==> config.mk <==
export PLATFORM = sky130hd
export DESIGN_NAME = sram_cycle_ctrl
export DESIGN_NICKNAME = d
export VERILOG_FILES = /design/src/rtl/sram_ctrl_pkg.sv /design/src/rtl/sct_cycle_timer.sv /design/src/rtl/sct_sequencer.sv /design/src/rtl/sct_read_capture.sv /design/src/rtl/sram_cycle_ctrl.sv
export SDC_FILE = /design/constraint.sdc
export NUM_CORES = 1
export LEC_CHECK = 0
export BUFFER_PORTS_ARGS = -buffer_cell sky130_fd_sc_hd__buf_2
export CAP_MARGIN = 20
export CORE_ASPECT_RATIO = 0.9
export CORE_MARGIN = 2
export CORE_UTILIZATION = 40
export CTS_CLUSTER_SIZE = 25
export DETAILED_ROUTE_END_ITERATION = 6
export PLACE_DENSITY = 0.7
export SLEW_MARGIN = 5
export SYNTH_ARGS = -nofsm -noshare
export SYNTH_HDL_FRONTEND = slang
export SYNTH_SLANG_ARGS = --single-unit
==> constraint.sdc <==
create_clock -name clk -period 2.6 [get_ports clk]
set_input_delay 0.26 -clock clk [delete_from_list [all_inputs] [get_ports clk]]
set_output_delay 0.26 -clock clk [all_outputs]
set_load 0.03 [all_outputs]
==> src/rtl/sram_ctrl_pkg.sv <==
package sram_ctrl_pkg;

    typedef enum logic [2:0] {
        PH_IDLE,
        PH_SETUP,
        PH_PULSE,
        PH_RECOV,
        PH_ACCESS,
        PH_TAIL
    } phase_e;

    typedef struct packed {
        logic wr;
        logic din;
    } op_t;

    function automatic int unsigned max2(input int unsigned a, input int unsigned b);
        return (a > b) ? a : b;
    endfunction

    function automatic int unsigned min2(input int unsigned a, input int unsigned b);
        return (a < b) ? a : b;
    endfunction

    function automatic int unsigned bits_for(input int unsigned n);
        return (n < 2) ? 1 : $clog2(n + 1);
    endfunction

endpackage

==> src/rtl/sct_cycle_timer.sv <==
module sct_cycle_timer #(
    parameter int unsigned CNT_W = 4,
    parameter int unsigned LIMIT = 8
) (
    input  logic             clk,
    input  logic             rst,
    input  logic             start,
    input  logic             busy,
    output logic [CNT_W-1:0] next_cnt
);
    logic [CNT_W-1:0] cnt;

    always_ff @(posedge clk) begin
        if (rst) begin
            cnt <= '0;
        end else if (start) begin
            cnt <= '0;
        end else if (busy) begin
            cnt <= cnt + 1'b1;
        end
    end

    assign next_cnt = cnt + 1'b1;


    timer_bound_chk: assert property (@(posedge clk) disable iff (rst)
        busy |-> (cnt < CNT_W'(LIMIT)));

endmodule

==> src/rtl/sct_sequencer.sv <==
module sct_sequencer
    import sram_ctrl_pkg::*;
#(
    parameter int unsigned ADDR_W = 10,
    parameter int unsigned CNT_W  = 4,
    parameter int unsigned T_AS   = 1,
    parameter int unsigned WPW    = 2,
    parameter int unsigned REC    = 1,
    parameter int unsigned ACC    = 3,
    parameter int unsigned WLEN   = 5,
    parameter int unsigned RLEN   = 4
) (
    input  logic              clk,
    input  logic              rst,
    input  logic              req_valid,
    input  logic              req_write,
    input  logic [ADDR_W-1:0] req_addr,
    input  logic              req_wdata,
    input  logic [CNT_W-1:0]  k,
    output logic              req_ready,
    output logic              start,
    output logic              busy,
    output logic              cap_stb,
    output logic              done,
    output logic [ADDR_W-1:0] mem_addr,
    output logic              mem_cs_n,
    output logic              mem_we_n,
    output logic              mem_din
);
    localparam logic [CNT_W-1:0] K_FALL  = CNT_W'(T_AS);
    localparam logic [CNT_W-1:0] K_RISE  = CNT_W'(T_AS + WPW);
    localparam logic [CNT_W-1:0] K_END   = CNT_W'(T_AS + WPW + REC);
    localparam logic [CNT_W-1:0] K_CAP   = CNT_W'(ACC);
    localparam logic [CNT_W-1:0] K_WLEN  = CNT_W'(WLEN);
    localparam logic [CNT_W-1:0] K_RLEN  = CNT_W'(RLEN);
    localparam bit               W_SHORT = (T_AS + WPW + REC) >= WLEN;
    localparam bit               R_SHORT = ACC >= RLEN;

    phase_e ph;
    op_t    op;

    assign req_ready = (ph == PH_IDLE);
    assign busy      = (ph != PH_IDLE);
    assign start     = req_ready && req_valid;
    assign cap_stb   = (ph == PH_ACCESS) && (k == K_CAP);
    assign mem_din   = op.din;

    always_ff @(posedge clk) begin
        if (rst) begin
            ph       <= PH_IDLE;
            op       <= '0;
            mem_addr <= '0;
            mem_cs_n <= 1'b1;
            mem_we_n <= 1'b1;
            done     <= 1'b0;
        end else begin
            done <= 1'b0;
            unique case (ph)
                PH_IDLE: begin
                    if (req_valid) begin
                        mem_addr <= req_addr;
                        op       <= '{wr: req_write, din: req_wdata};
                        mem_cs_n <= 1'b0;
                        ph       <= req_write ? PH_SETUP : PH_ACCESS;
                    end
                end
                PH_SETUP: begin
                    if (k == K_FALL) begin
                        mem_we_n <= 1'b0;
                        ph       <= PH_PULSE;
                    end
                end
                PH_PULSE: begin
                    if (k == K_RISE) begin
                        mem_we_n <= 1'b1;
                        ph       <= PH_RECOV;
                    end
                end
                PH_RECOV: begin
                    if (k == K_END) begin
                        if (W_SHORT) begin
                            ph       <= PH_IDLE;
                            mem_cs_n <= 1'b1;
                            done     <= 1'b1;
                        end else begin
                            ph <= PH_TAIL;
                        end
                    end
                end
                PH_ACCESS: begin
                    if (k == K_CAP) begin
                        if (R_SHORT) begin
                            ph       <= PH_IDLE;
                            mem_cs_n <= 1'b1;
                            done     <= 1'b1;
                        end else begin
                            ph <= PH_TAIL;
                        end
                    end
                end
                PH_TAIL: begin
                    if (k == (op.wr ? K_WLEN : K_RLEN)) begin
                        ph       <= PH_IDLE;
                        mem_cs_n <= 1'b1;
                        done     <= 1'b1;
                    end
                end
                default: ph <= PH_IDLE;
            endcase
        end
    end


    addr_hold_chk: assert property (@(posedge clk) disable iff (rst)
        (!mem_cs_n && !$past(mem_cs_n)) |-> ($stable(mem_addr) && $stable(mem_din)));


    we_in_cs_chk: assert property (@(posedge clk) disable iff (rst)
        !mem_we_n |-> !mem_cs_n);


    read_we_high_chk: assert property (@(posedge clk) disable iff (rst)
        (busy && !op.wr) |-> mem_we_n);


    done_pulse_chk: assert property (@(posedge clk) disable iff (rst)
        done |=> !done);


    no_accept_busy_chk: assert property (@(posedge clk) disable iff (rst)
        (busy && !mem_cs_n) |=> $stable(mem_addr) || mem_cs_n || $past(done));

endmodule

==> src/rtl/sct_read_capture.sv <==
module sct_read_capture (
    input  logic clk,
    input  logic rst,
    input  logic cap_stb,
    input  logic mem_dout,
    output logic rd_valid,
    output logic rd_data
);
    always_ff @(posedge clk) begin
        if (rst) begin
            rd_valid <= 1'b0;
            rd_data  <= 1'b0;
        end else begin
            rd_valid <= cap_stb;
            if (cap_stb) begin
                rd_data <= mem_dout;
            end
        end
    end


    valid_pulse_chk: assert property (@(posedge clk) disable iff (rst)
        rd_valid |=> !rd_valid);

endmodule

==> src/rtl/sram_cycle_ctrl.sv <==
module sram_cycle_ctrl
    import sram_ctrl_pkg::*;
#(
    parameter int unsigned ADDR_W = 10,
    parameter int unsigned T_AS   = 1,
    parameter int unsigned T_WP   = 2,
    parameter int unsigned T_DS   = 2,
    parameter int unsigned T_WR   = 1,
    parameter int unsigned T_DH   = 1,
    parameter int unsigned T_WC   = 5,
    parameter int unsigned T_ACC  = 3,
    parameter int unsigned T_CO   = 2,
    parameter int unsigned T_RC   = 4
) (
    input  logic              clk,
    input  logic              rst,
    input  logic              req_valid,
    input  logic              req_write,
    input  logic [ADDR_W-1:0] req_addr,
    input  logic              req_wdata,
    output logic              req_ready,
    output logic              done,
    output logic              rd_valid,
    output logic              rd_data,
    output logic [ADDR_W-1:0] mem_addr,
    output logic              mem_cs_n,
    output logic              mem_we_n,
    output logic              mem_din,
    input  logic              mem_dout
);
    localparam int unsigned WPW     = max2(T_WP, T_DS);
    localparam int unsigned REC     = max2(T_WR, T_DH);
    localparam int unsigned ACC     = max2(T_ACC, T_CO);
    localparam int unsigned WLEN    = max2(T_WC, T_AS + WPW + REC);
    localparam int unsigned RLEN    = max2(T_RC, ACC);
    localparam int unsigned LONGEST = max2(WLEN, RLEN);
    localparam int unsigned CYC_MIN = min2(WLEN, RLEN);
    localparam int unsigned CNT_W   = bits_for(LONGEST + 2);

    logic [CNT_W-1:0] k;
    logic             start;
    logic             busy;
    logic             cap_stb;

    sct_cycle_timer #(
        .CNT_W (CNT_W),
        .LIMIT (LONGEST)
    ) u_timer (
        .clk      (clk),
        .rst      (rst),
        .start    (start),
        .busy     (busy),
        .next_cnt (k)
    );

    sct_sequencer #(
        .ADDR_W (ADDR_W),
        .CNT_W  (CNT_W),
        .T_AS   (T_AS),
        .WPW    (WPW),
        .REC    (REC),
        .ACC    (ACC),
        .WLEN   (WLEN),
        .RLEN   (RLEN)
    ) u_seq (
        .clk       (clk),
        .rst       (rst),
        .req_valid (req_valid),
        .req_write (req_write),
        .req_addr  (req_addr),
        .req_wdata (req_wdata),
        .k         (k),
        .req_ready (req_ready),
        .start     (start),
        .busy      (busy),
        .cap_stb   (cap_stb),
        .done      (done),
        .mem_addr  (mem_addr),
        .mem_cs_n  (mem_cs_n),
        .mem_we_n  (mem_we_n),
        .mem_din   (mem_din)
    );

    sct_read_capture u_cap (
        .clk      (clk),
        .rst      (rst),
        .cap_stb  (cap_stb),
        .mem_dout (mem_dout),
        .rd_valid (rd_valid),
        .rd_data  (rd_data)
    );

    // Pin-level run-length counters used only by the timing checks below.
    logic [CNT_W-1:0] cs_low_run;
    logic [CNT_W-1:0] we_low_run;
    logic [CNT_W-1:0] we_high_run;

    always_ff @(posedge clk) begin
        if (rst) begin
            cs_low_run  <= '0;
            we_low_run  <= '0;
            we_high_run <= '1;
        end else begin
            cs_low_run  <= mem_cs_n ? '0 : ((cs_low_run == '1) ? cs_low_run : cs_low_run + 1'b1);
            we_low_run  <= mem_we_n ? '0 : ((we_low_run == '1) ? we_low_run : we_low_run + 1'b1);
            we_high_run <= !mem_we_n ? '0 : ((we_high_run == '1) ? we_high_run : we_high_run + 1'b1);
        end
    end


    addr_setup_chk: assert property (@(posedge clk) disable iff (rst)
        $fell(mem_we_n) |-> (cs_low_run >= CNT_W'(T_AS)));


    wp_width_chk: assert property (@(posedge clk) disable iff (rst)
        $rose(mem_we_n) |-> (we_low_run >= CNT_W'(WPW)));


    recovery_chk: assert property (@(posedge clk) disable iff (rst)
        $rose(mem_cs_n) |-> (we_high_run >= CNT_W'(REC)));


    cycle_len_chk: assert property (@(posedge clk) disable iff (rst)
        $rose(mem_cs_n) |-> (cs_low_run >= CNT_W'(CYC_MIN)));

endmodule

# Word level (Yosys, flattened, before mapping)
# Index checks and enable logic that the tools add are counted.
# classes
mux,16
n_reduce_logical,12
eq_ne,15
add_sub_neg,1
bitwise_logic,1
# ops
op,n
$mux W3,7
$pmux W3 S6,1
$eq A3 B2 Y1 const B,3
$eq A3 B3 Y1 const B,3
$ne A2 B1 Y1 const B,4
$eq A3 B1 Y1 const B,2
$mux W1,6
$reduce_and A3 Y1,2
$reduce_and A6 Y1,1
$ne A2 B2 Y1 const B,2
$pmux W1 S2,2
$reduce_bool A2 Y1,2
$reduce_or A2 Y1,2
$add A3 B1 Y3 const B,1
$eq A3 B3 Y1,1
$logic_not A3 Y1,1
$reduce_bool A3 Y1,1
$logic_and A1 B1 Y1,2
$reduce_and A2 Y1,1
$not A1 Y1,1
# totals
wordCells,55
regBits,23
output_inout_bits,17
in_bits,16

# Longest topological paths before layout
# logic_depth
word_depth,4
depth_mapped,7
mapped_depth_nobuf,6

# Modules after synthesis
# A second synthesis with hierarchy kept.
# hier_totals
hier_cells,118
hier_area_um2,1052.3
# modules_own_cells
module,seq_area_each_um2,n_inst,cells_each,area_each_um2
sct_sequencer,360.3,1,99,848.3
sct_cycle_timer,60.1,1,14,143.9
sct_read_capture,40.0,1,5,60.1

# Worst setup path after synthesis
# OpenSTA, ideal clock, no wires.
# synth_timing
kind,reg-to-reg
from,reg u_timer.cnt[0]
to,reg u_seq.mem_we_n
stages_incl_launch_ff,7
required_ns,2.478
n_path_buf,0
arrival_time_ns,2.036
period_less_slack_ns,2.158
slack_ns,0.442
setup_ns,0.122
path_cell_list,dfxtp_1 > ha_1 > xnor2_2 > a2111oi_1 > a311o_1 > or4_1 > a221o_1
# synth_via
elab_chain_cells,4
elab_cells_between_ends,6
classes_between,add/sub (1); eq/ne (4); reduce/logical (1)
# synth_lines
item,line_no,rtl
from (decl),sct_cycle_timer.sv:11,logic [CNT_W-1:0] cnt;
from (signal assigned),sct_cycle_timer.sv:19,cnt <= cnt + 1'b1;
$add A3 B1 Y3 (*),sct_cycle_timer.sv:23,assign next_cnt = cnt + 1'b1;
$eq A3 B2 Y1 / $eq A3 B1 Y1 (equally long branches),"sct_sequencer.sv:74, sct_sequencer.sv:68",
$ne A2 B1 Y1 (no line),-,
$reduce_and A3 Y1 (no line) (*),-,
to (signal assigned),sct_sequencer.sv:54,mem_we_n <= 1'b1;
to (signal assigned),sct_sequencer.sv:69,mem_we_n <= 1'b0;
to (signal assigned),sct_sequencer.sv:75,mem_we_n <= 1'b1;
to (decl),sct_sequencer.sv:27,"output logic mem_we_n,"
# Mark *: on every way between the ends. The rest lies on a longest branch, timed or not.
# A chain may end at the register's enable or synchronous reset.

# Worst setup path after layout
# Ends and elaborated chain as after synthesis.

==> reports/metrics.yaml <==
synthesis:
  synth_fa_ha_area_share_pct: 4.71
  synth_compound_area_share_pct: 18.4
  synth-edff-count: 0
  ys.flop_type: "dfxtp_1"
  ys_types: 31
  synth-simple-area-share_pct: 25.0
  synth_xor_area_share_pct: 3.18
  syn_area_um2: 1060
  syn_nets: 154
  ys_seq_elements: 23
  synthMuxAreaShare_pct: 0.942
  postSynthAreaPerCell_um2: 7.93
  yosysWarnings: 0
  postSynthCellCount: 134
  synth_top_family_by_area: "simple AND/OR/NAND/NOR gates"
  async_flop_share_pct: 0
  yosysSeqAreaShare_pct: 43.3
timing:
  fin_crit_sh_pct: 90.5
  final_max_slew_viol_count: 0
  slew_headroom_pct: 61.9
  final.min_clock_period_ns: 2.35
  rsz0062_at_grt: "false"
  hold_viol_final: 0
  tightest_slew_ns: 0.569
  fin_skew_ns: 0.0104
  setup_viol: 0
  tns_ns: 0
  setup_ws_ns: 0.246
  max_freq_ghz: 0.425
route:
  ant_nets: 0
  viasPerCell: 5.29
  routedWlPerCell_um: 12.1
  drc: 0
  drt_iter0_drc: 32
  dr.pass1.iters: 4
  routed_wl_um: 2300
  route.vias.total: 1011
clock_network:
  cts_resized: 0
  clkSinkCount: 23
  ctsHtreeMaxLevel: 1
  path_clk_slew_ns: 0.13
  clockRootBuffer: "clkbuf_4"
  ctsHoldBuffers: 0
  cts_tree: "done"
  cts_made_buffers: 3
  cts_max_path_buffers: 2
  cts_setup_buffers: 0
  clock_latency_ns: 0.31
floorplanning:
  core-area_um2: 2490
  io-pin-count: 33
  die_w_um: 58.3
  fp-row-count: 17
  dieArea_um2: 3080
  fp.dieH_um: 52.9
  initial_core_util_pct: 42.7
worst_setup_path:
  critPathCaptureType: "register"
  startpoint: "u_timer.cnt[0]"
  path_class: "register to register"
  r2r-start: "u_timer.cnt[0]"
  arrival_ns: 2.57
  crit_chain: "ha_1 -> xnor2_2 -> a2111oi_1 -> a311o_1 -> or4_1 -> a221o_1"
  cp.required_ns: 2.81
  cpMaxStageDelayCell: "or4_1"
  start_kind: "register"
  critPathMaxStageDelay_ns: 0.48
  crit_fanout: 6
layout:
  area_delta_synth_final_pct: 18.3
  nFillCells: 255
  final_nets: 184
  antenna_cells: 0
  drive_gt1_share_pct: 22.7
grt:
  overflow: 0
  grt_pass1_wl_um: 3680
  grt_usage_pct: 15.7
  antenna_found_initial: 0
  grt_pass1_vias: 868
  grt_max_degree: 24
place:
  post-place-ws_ns: 0.280
  dp_hpwl_um: 1720
  portBuffers: 32
  place_congestion: 0.858
hold_path:
  hold_path.class: "primary input to register"
  hold_start: "req_addr[4]"
status:
  outcome: "completed"
power_and_ir_drop:
  finalPower_w: 0.00135
  vdd_drop_max_mv: 0.579
  power_density_nw_per_um2: 1080
  leakagePower_nw: 0.544
flow_run:
  cap_violations: 0
==> worst max-delay path, delay by kind of cell (launching register included) <==
kind                       cells  cell delay, ns
and+or+nand+nor                1            0.48
AOI/OAI and AO/OA              3            0.85
adders and majority gates      1            0.28
DFF                            1            0.39
xor gates and xnor gates       1            0.26
==> final timing paths <==
path	end	slack [ns]	cells past startpoint
hold / removal	u_seq.mem_addr[4]	0.17	3
hold reg to reg	u_seq.mem_addr[8]	0.46	2
setup reg to reg	u_seq.mem_we_n	0.25	6
setup / recovery	u_seq.mem_we_n	0.25	6
==> power by group <==
part           switching, W  total (W)  leakage [nW]  internal, W
sequential        0.0000981   0.000534         0.188     0.000436
clock              0.000105   0.000162        0.0177    0.0000573
combinational      0.000430   0.000654         0.338     0.000225
total              0.000633    0.00135         0.544     0.000718
==> per-layer routing <==
layer | GRT usage, % | wire length [um] | share of wire [%] | up-vias
met3 | 3.18 | 123 | 5.3 | 2
met5 | 0 | 0 | 0 | -
met2 | 27.3 | 1090 | 47 | 28
met4 | 4.65 | 10 | 0.43 | 0
met1 | 19.4 | 1080 | 47 | 466
li1 | - | - | - | 515
==> per-stage QoR <==
step	area, um^2	utilization (%)	cells	hold slack [ns]
finish	1260	50.5	191	0.173
floorplan	1060	-	134	0.343
global placement	1230	49.4	187	0.440
detailed placement	1230	49.4	187	0.444
global route	1260	50.5	191	0.163
CTS	1260	50.5	191	0.165
==> synthesized netlist by cell type (2+ instances only) <==
master | instances | area [um^2]
or3_1 | 4 | 25.0
dfxtp_1 | 23 | 460
buf_2 | 2 | 10.0
a21oi_1 | 21 | 105
xnor2_1 | 2 | 17.5
clkbuf_1 | 5 | 18.8
nand2_1 | 31 | 116
nand3b_1 | 3 | 22.5
inv_1 | 5 | 18.8
ha_1 | 4 | 50.1
o21ai_0 | 4 | 20.0
nor2b_1 | 2 | 12.5
nor2_1 | 10 | 37.5
==> cells by family (layout without fill, tap and decap cells) <==
family                     after synthesis  count (layout)
DFF                                     23              23
xor gates and xnor gates                 3               3
muxes                                    1               1
AOI/OAI and AO/OA                       33              33
adders and majority gates                4               4
buffers and inverters                   12              41
and+or+nand+nor                         58              58
==> state kept, by name (all words and copies together), names as in the netlist <==
register and count:
u_seq.mem_addr 10, u_seq.ph 3, u_timer.cnt 3, u_cap.rd_data 1, u_cap.rd_valid 1, u_seq.done 1
u_seq.mem_cs_n 1, u_seq.mem_din 1, u_seq.mem_we_n 1, u_seq.op 1
==> cell usage in the layout (no fill, tap or decap), types with 2 or more instances in the layout <==
master / netlist / routed
a21oi_1: 21 / 21
buf_2: 2 / 32
clkbuf_4: 0 / 3
dfxtp_1: 23 / 23
ha_1: 4 / 4
inv_1: 5 / 5
nand2_1: 31 / 31
nand3b_1: 3 / 3
nor2_1: 10 / 10
nor2b_1: 2 / 2
o21ai_0: 4 / 4
or3_1: 4 / 4
xnor2_1: 2 / 2
==> cell type report <==
type                       instances  area [um^2]  area share (%)
timing repair buffer              32          160            12.7
clock inverter                     1         5.00           0.398
tap                               28         35.0            2.79
clock buffer                       3         22.5            1.79
sequential                        23          460            36.7
inverter                           5         18.8            1.49
multi-input combinational         99          554            44.1
(Power assumes the default switching activity.)
